--- config.mk ---
export PLATFORM = sky130hd
export DESIGN_NAME = xw_translator
export DESIGN_NICKNAME = d
export VERILOG_FILES = /design/src/rtl/xw_pkg.sv /design/src/rtl/xw_regs.sv /design/src/rtl/xw_match.sv /design/src/rtl/xw_pick.sv /design/src/rtl/xw_translator.sv
export SDC_FILE = /design/constraint.sdc
export NUM_CORES = 2
export LEC_CHECK = 0
export ABC_AREA = 1
export BUFFER_PORTS_ARGS = -buffer_cell sky130_fd_sc_hd__buf_2
export CORE_MARGIN = 3
export CORE_UTILIZATION = 40
export CTS_CLUSTER_DIAMETER = 100
export CTS_CLUSTER_SIZE = 8
export DETAILED_ROUTE_END_ITERATION = 6
export GPL_TIMING_DRIVEN = 0
export PLACE_DENSITY_LB_ADDON = 0.15
export SLEW_MARGIN = 20
export SYNTH_ARGS = -nofsm -noshare
export SYNTH_HDL_FRONTEND = slang
export SYNTH_SLANG_ARGS = --single-unit
--- constraint.sdc ---
create_clock -name clk -period 5.9 [get_ports clk]
set_input_delay 1.475 -clock clk [delete_from_list [all_inputs] [get_ports clk]]
set_output_delay 1.475 -clock clk [all_outputs]
set_load 0.01 [all_outputs]
--- src/rtl/xw_pkg.sv ---
package xw_pkg;

  localparam int LOC_AW = 32;
  localparam int FAB_AW = 34;
  localparam int DEST_W = 8;

  // write packet kinds carried in control[11:10]
  typedef enum logic [1:0] {
    WT_POSTED = 2'd0,
    WT_ACKED  = 2'd1,
    WT_STREAM = 2'd2
  } wtype_e;

  // register select in the low two bits of reg_addr
  localparam logic [1:0] SEL_BASE = 2'd0;
  localparam logic [1:0] SEL_MASK = 2'd1;
  localparam logic [1:0] SEL_OFFS = 2'd2;
  localparam logic [1:0] SEL_CTRL = 2'd3;

  typedef struct packed {
    logic [LOC_AW-1:0] base;
    logic [LOC_AW-1:0] mask;
    logic [LOC_AW-1:0] offset;
    logic [LOC_AW-1:0] ctrl;
  } win_cfg_t;

  typedef struct packed {
    logic              hit;
    logic [FAB_AW-1:0] addr;
    logic [DEST_W-1:0] dest;
    logic [1:0]        prio;
    logic [1:0]        wtype;
  } win_res_t;

endpackage

--- src/rtl/xw_regs.sv ---
module xw_regs
  import xw_pkg::*;
#(
  parameter int NWIN  = 6,
  parameter int IDX_W = 3
) (
  input  logic             clk,
  input  logic             rst,
  input  logic             we,
  input  logic [IDX_W+1:0] addr,
  input  logic [31:0]      wdata,
  output win_cfg_t         cfg [NWIN]
);

  logic [IDX_W-1:0] idx;
  logic [1:0]       sel;

  assign idx = addr[IDX_W+1:2];
  assign sel = addr[1:0];

  for (genvar w = 0; w < NWIN; w++) begin : g_win
    always_ff @(posedge clk) begin
      if (rst) begin
        cfg[w] <= '0;
      end else if (we && idx == IDX_W'(w)) begin
        case (sel)
          SEL_BASE: cfg[w].base   <= wdata;
          SEL_MASK: cfg[w].mask   <= wdata;
          SEL_OFFS: cfg[w].offset <= wdata;
          default:  cfg[w].ctrl   <= wdata;
        endcase
      end
    end
  end

endmodule

--- src/rtl/xw_match.sv ---
module xw_match
  import xw_pkg::*;
(
  input  win_cfg_t    cfg,
  input  logic [31:0] addr,
  output win_res_t    res
);

  logic [31:0] cmp_m;
  logic [1:0]  kind;

  assign cmp_m = {cfg.mask[31:1], 1'b0};
  assign kind  = cfg.ctrl[11:10];

  always_comb begin
    res.hit   = cfg.mask[0] && (((addr ^ cfg.base) & cmp_m) == 32'd0);
    res.addr  = {cfg.ctrl[13:12], (cfg.offset & cmp_m) | (addr & ~cmp_m)};
    res.dest  = cfg.ctrl[7:0];
    res.prio  = cfg.ctrl[9:8];
    res.wtype = (kind == 2'd3) ? WT_POSTED : kind;
  end

endmodule

--- src/rtl/xw_pick.sv ---
module xw_pick
  import xw_pkg::*;
#(
  parameter int NWIN  = 6,
  parameter int IDX_W = 3
) (
  input  win_res_t         cand [NWIN],
  output win_res_t         sel,
  output logic [IDX_W-1:0] idx
);

  // walk from the top so the lowest matching index is the last assignment
  always_comb begin
    sel = '0;
    idx = '0;
    for (int i = NWIN - 1; i >= 0; i--) begin
      if (cand[i].hit) begin
        sel = cand[i];
        idx = IDX_W'(i);
      end
    end
  end

endmodule

--- src/rtl/xw_translator.sv ---
module xw_translator
  import xw_pkg::*;
#(
  parameter  int NWIN  = 6,
  localparam int IDX_W = (NWIN > 1) ? $clog2(NWIN) : 1
) (
  input  logic             clk,
  input  logic             rst,
  input  logic             reg_we,
  input  logic [IDX_W+1:0] reg_addr,
  input  logic [31:0]      reg_wdata,
  input  logic             in_valid,
  input  logic [31:0]      in_addr,
  output logic             res_valid,
  output logic             res_hit,
  output logic             res_miss,
  output logic [33:0]      res_addr,
  output logic [7:0]       res_dest,
  output logic [1:0]       res_prio,
  output logic [1:0]       res_wtype,
  output logic [IDX_W-1:0] res_win
);

  win_cfg_t         cfg  [NWIN];
  win_res_t         cand [NWIN];
  win_res_t         best;
  logic [IDX_W-1:0] best_idx;
  logic             take;

  xw_regs #(.NWIN(NWIN), .IDX_W(IDX_W)) u_regs (
    .clk   (clk),
    .rst   (rst),
    .we    (reg_we),
    .addr  (reg_addr),
    .wdata (reg_wdata),
    .cfg   (cfg)
  );

  for (genvar w = 0; w < NWIN; w++) begin : g_match
    xw_match u_match (
      .cfg  (cfg[w]),
      .addr (in_addr),
      .res  (cand[w])
    );
  end

  xw_pick #(.NWIN(NWIN), .IDX_W(IDX_W)) u_pick (
    .cand (cand),
    .sel  (best),
    .idx  (best_idx)
  );

  assign take = in_valid && best.hit;

  always_ff @(posedge clk) begin
    if (rst) begin
      res_valid <= 1'b0;
      res_hit   <= 1'b0;
      res_miss  <= 1'b0;
      res_addr  <= '0;
      res_dest  <= '0;
      res_prio  <= '0;
      res_wtype <= '0;
      res_win   <= '0;
    end else begin
      res_valid <= in_valid;
      res_hit   <= take;
      res_miss  <= in_valid && !best.hit;
      res_addr  <= take ? best.addr  : '0;
      res_dest  <= take ? best.dest  : '0;
      res_prio  <= take ? best.prio  : '0;
      res_wtype <= take ? best.wtype : '0;
      res_win   <= take ? best_idx   : '0;
    end
  end

endmodule

# Yosys cells after proc, flatten, opt, wreduce, memory -nomap -nowiden
# Cells that the tools add are included.
# word_totals
elab_cells	154
output_inout_bits	52
regBits	712
input_bits	73
# op_classes
n_reduce_logical	52
bitwise	38
mux	17
n_eq_ne	13
# ops
cell	count
AND 32 bit	18
two-way mux 47 bit	6
logical NOT 32 bit	6
NOT 32 bit	6
OR 32 bit	6
XOR 32 bit	6
AND reduction 2 bit	24
two-way mux 2 bit	8
== test 2 bit (second input constant)	7
logical AND 1 bit	14
== test 3 x 2 -> 1 bit (second input constant)	2
== test 3 bit (second input constant)	2
two-way mux 3 bit	2
OR reduction 3 bit	2
OR reduction 6 bit	1
OR reduction 4 bit	1
== test 3 x 1 -> 1 bit (second input constant)	1
logical NOT 3 bit	1
== test 2 x 1 -> 1 bit (second input constant)	1
logical NOT 2 bit	1
NOT 1 bit	2
OR reduction 2 bit	1
logical NOT 1 bit	1
two-way mux 1 bit	1

# Logic depth before layout (Yosys ltp)
# logic_depth
ltp_word	13
ltp_mapped	18
depth_no_buf	15

# By module
# A second synthesis with hierarchy kept.
# unflattened
hier_cells	7408
hier_area_um2	44154.8
# by_module_without_submodules
module	instances	seq_area_each_um2	cells_per_inst	area_per_inst_um2
xw_regs	1	15374.7	5354	33592.2
xw_match	6	0.0	234	1099.8
xw_pick	1	0.0	489	2468.6
xw_translator	1	1041.0	161	1495.2

# Worst setup path before layout
# Ideal clock, no wire load.
# synth_path
kind	input -> register
startpoint	input port in_addr[2]
endpoint	register res_addr[10]
path_slack_ps	2873
cell_stages	18
t_arrival_ps	2889
cell_sequence	buf_6 inv_2 buf_6 nand2_1 nand3_1 nand2_1 nor2_1 nand2_1 nor2_4 nand2_4 buf_6 buf_6 nand3_2 nand2_1 nand2_1 nand2_1 nand2_1 a21oi_2
# synth_between
elab_chain_len	13
word_cells_on_any_way	33
# synth_rtl
item	line	rtl
from (decl)	xw_translator.sv:13	input logic [31:0] in_addr,
XOR 32 bit	xw_match.sv:16	res.hit = cfg.mask[0] && (((addr ^ cfg.base) & cmp_m) == 32'd0);
AND 32 bit	xw_match.sv:16	
logical NOT 32 bit	xw_match.sv:16	
logical AND 1 bit	xw_match.sv:16	
two-way mux 47 bit (5 in series)	xw_pick.sv:17	if (cand[i].hit) begin
two-way mux 47 bit (*)	xw_pick.sv:17	
logical AND 1 bit	xw_translator.sv:53	assign take = in_valid && best.hit;
NOT 1 bit (no line)	--	
OR reduction 2 bit (no line)	--	
to (signal assigned)	xw_translator.sv:69	res_addr <= take ? best.addr : '0;
to (decl)	xw_translator.sv:17	output logic [33:0] res_addr,
# Mark *: on every way between the ends. The rest lies on a longest branch, timed or not.
# A chain may end at the register's enable or synchronous reset.

# Worst setup path in the final report
# layout_path
startpoint	input port in_addr[5]
endpoint	register res_addr[31]
# Same word-level chain as after synthesis.

==> impl_results.md <==
* Dpl hpwl at 119000 µm
* Core area at 82400 µm²
* Data required, critical path at 6.46 ns
* Final min period at 4.13 ns
* Met3 GRT Util at 0.0696
* Setup violators final at 0
* Syn-to-layout area delta at 13.0%
* Average vias per placed instance at 5.71
* Post-DRT Antenna Nets at 0
* Hold Buf Count CTS at 0
* Port bufs at 80
* Worst-Margin Slew at 1.30 ns
* Detailed Routing Iterations Pass 1 at 7
* Mapped Cells at 4914
* Cell mode on critical path: nand2_1
* Top cells by count, synth: 1128 x nand2_1, 700 x dfxtp_1, 616 x o21ai_0
* Hold Path Stages at 2
* Failing checks: design-rule violations
* DRC violations left at 2
* Outcome: finished, violations left
* Hold/Removal Path Class: reg2reg
* Clk pin slew, worst setup/hold paths at 0.05 ns
* Die width at 295 µm
* Fin. max-slew vios at 0
* CTS tree: yes
* Critical setup path kind: in2reg
* Largest cells by area after synthesis: dfxtp_1 42%, nand2_1 13%, o21ai_0 9.2%
* Layout cell share with drive strength beyond 1 at 0.0908
* CTS resizes at 0
* Post-synthesis cell area at 33400 µm²
* Initial antenna violation count at 12
* Slowest CP cell: clkbuf_1
* Part of the cycle the worst path needs at 0.699
* Post-synthesis cell type count at 33
* Yosys warns at 0
* Max Cap Viol at 0
* Number of top-level pins at 125
* First-pass GRT wire length at 218000 µm
* Post-CTS setup-driven buffer insertion count at 0
* Worst R2R Path Depth at 12
* Largest net degree at the start of global routing at 14
* RSZ-0062 raised after global routing: no
* Initial DRC count at 4462
* CTS buffer count at 98
* Crit end category: flip-flop
* Power Dens Cells at 287 nW/µm²
* Worst IR Drop VDD at 196 µV
* Starting Density at 0.405
* Total number of vias at 35300
* Hold Vio Cnt, Final at 0
* Die height at 295 µm
* Post-Route Utilization at 0.458
* Type of origin of the critical path: input port
* CP peak stage delay at 0.78 ns
* Routed length per instance at 25.2 µm
* GRT Max-Usage Layer: met2
* Post-synth EDFFs at 0
* Routing usage on met1 at 0.454
* Stages on the worst setup path at 13
* Worst Path Arrival at 4.69 ns
* GRT Util Overall at 0.348
* Root buffer cell: clkbuf_16
* Clk Latency, worst-skew pair at 0.66 ns
* Setup TNS at 0 ns
* R2R setup slack at 2.69 ns
* Relative slew slack at 0.131
* Critical-path cell list: buf_2, inv_2, nand2_1, nand3_1, nand2_1, nor3_1, nand2_1, nor2_1, nand2_2, inv_2, clkbuf_1, o21ai_0, a21oi_2
* Asr flop ratio synth at 0
* Synthesized net count at 4987
* Drt total wl at 156000 µm
* DIE AREA at 86900 µm²
* CTS max path bufs at 3
* Register area share after synthesis at 0.420
* Most frequent cell after synthesis: nand2_1
* Gpl congestion at 1.00
* Vias in the first global route at 31400
* Area share of the largest cell type after synthesis at 0.420
* Site Rows at 105
* Ys flop type: dfxtp_1
* Final nets at 5167
* Syn Area/Cell at 6.79 µm²
* CP Max Fanout at 10
* Grt ovf at 0
* Fmax at 0.242 GHz
* Leak at 14.0 nW
* Clk_skew at 0.0237 ns
* Crit path buf inv count at 4
* Clock sink count at 700
* Cell family with most CP delay: buffers and inverters
* Met2 usage at 0.547
* H-Tree Depth at 3
* Yosys top cell by area: dfxtp_1
* Post-synthesis register bit count at 700
cell families (layout without fill, tap and decap cells):
group	Yosys count	count (layout)	share of synthesized area
flip-flops	700	700	0.420
buffers and inverters	879	1066	0.111
other	0	9	0
AND/OR/NAND/NOR	2027	2027	0.264
AO/OA/AOI/OAI	1308	1308	0.204
placed cells by master, fill, tap and decap left out, types with 10 or more instances in the layout:
| master | netlist | layout |
|---|---|---|
| inv_2 | 28 | 28 |
| buf_4 | 10 | 10 |
| o211ai_1 | 50 | 50 |
| clkbuf_1 | 262 | 257 |
| nand2_1 | 1128 | 1128 |
| clkbuf_16 | 0 | 100 |
| o21ai_0 | 616 | 616 |
| a21oi_1 | 596 | 596 |
| nand4_1 | 10 | 10 |
| buf_2 | 54 | 134 |
| nand3_2 | 69 | 69 |
| nand3_1 | 476 | 476 |
| inv_1 | 452 | 452 |
| dfxtp_1 | 700 | 700 |
| buf_1 | 27 | 27 |
| nor2_1 | 309 | 308 |
| buf_6 | 30 | 30 |
| a21oi_2 | 39 | 39 |
per-layer routing:
metal  part of all wire  vias to the layer above  wire length, µm
met4              0.053                        6             8200
met5            0.00031                        -               48
met1               0.40                    16700            62300
li1                   -                    16300                -
met3               0.11                      384            16500
met2               0.44                     1913            68600
final timing paths:
check                                      from         endpoint
worst max-delay path                 in_addr[5]     res_addr[31]
worst min-delay path            u_regs.cfg[164]  u_regs.cfg[164]
worst max register to register  u_regs.cfg[740]     res_addr[31]
worst min register to register  u_regs.cfg[164]  u_regs.cfg[164]
sequential cells by signal, summed over array words and instances (netlist names):
signal,flops
res_wtype,2
res_win,3
res_hit,1
res_prio,2
res_valid,1
res_miss,1
res_addr,34
res_dest,8
u_regs.cfg,648
cell type report:
class | count | area, µm²
Fill cell | 8695 | 44600
Multi-Input combinational cell | 3335 | 15600
Sequential cell | 700 | 14000
Clock buffer | 100 | 2500
Buffer | 388 | 1860
Inverter | 491 | 1860
Tap cell | 1070 | 1340
Timing Repair Buffer | 80 | 400
Clock inverter | 7 | 80.1
Antenna cell | 9 | 22.5
worst min-delay path, cell delays in order (launching register included):
cell	delay [ns]
dfxtp_1	0.30
inv_1	0.05
a21oi_1	0.05
power by group:
part | internal [mW] | switching, mW | leakage, nW
clock network | 2.97 | 2.18 | 1.27
logic | 0.173 | 0.696 | 7.07
registers | 4.78 | 0.0308 | 5.65
metrics by stage:
step | setup WS, ns | area, µm² | instances | hold slack (ns) | total power [mW]
2_1_floorplan | 2.87 | 33400 | 4914 | 0.424 | 5.35
4_1_cts | 1.95 | 37700 | 6171 | 0.444 | 10.8
3_3_place_gp | 1.27 | 35100 | 6064 | 0.432 | 5.74
6_report | 1.77 | 37700 | 6180 | 0.444 | 10.8
3_5_place_dp | 1.28 | 35100 | 6064 | 0.436 | 5.75
5_1_grt | 1.73 | 37700 | 6172 | 0.458 | 11.1
Power figures use the tool's default switching activity.
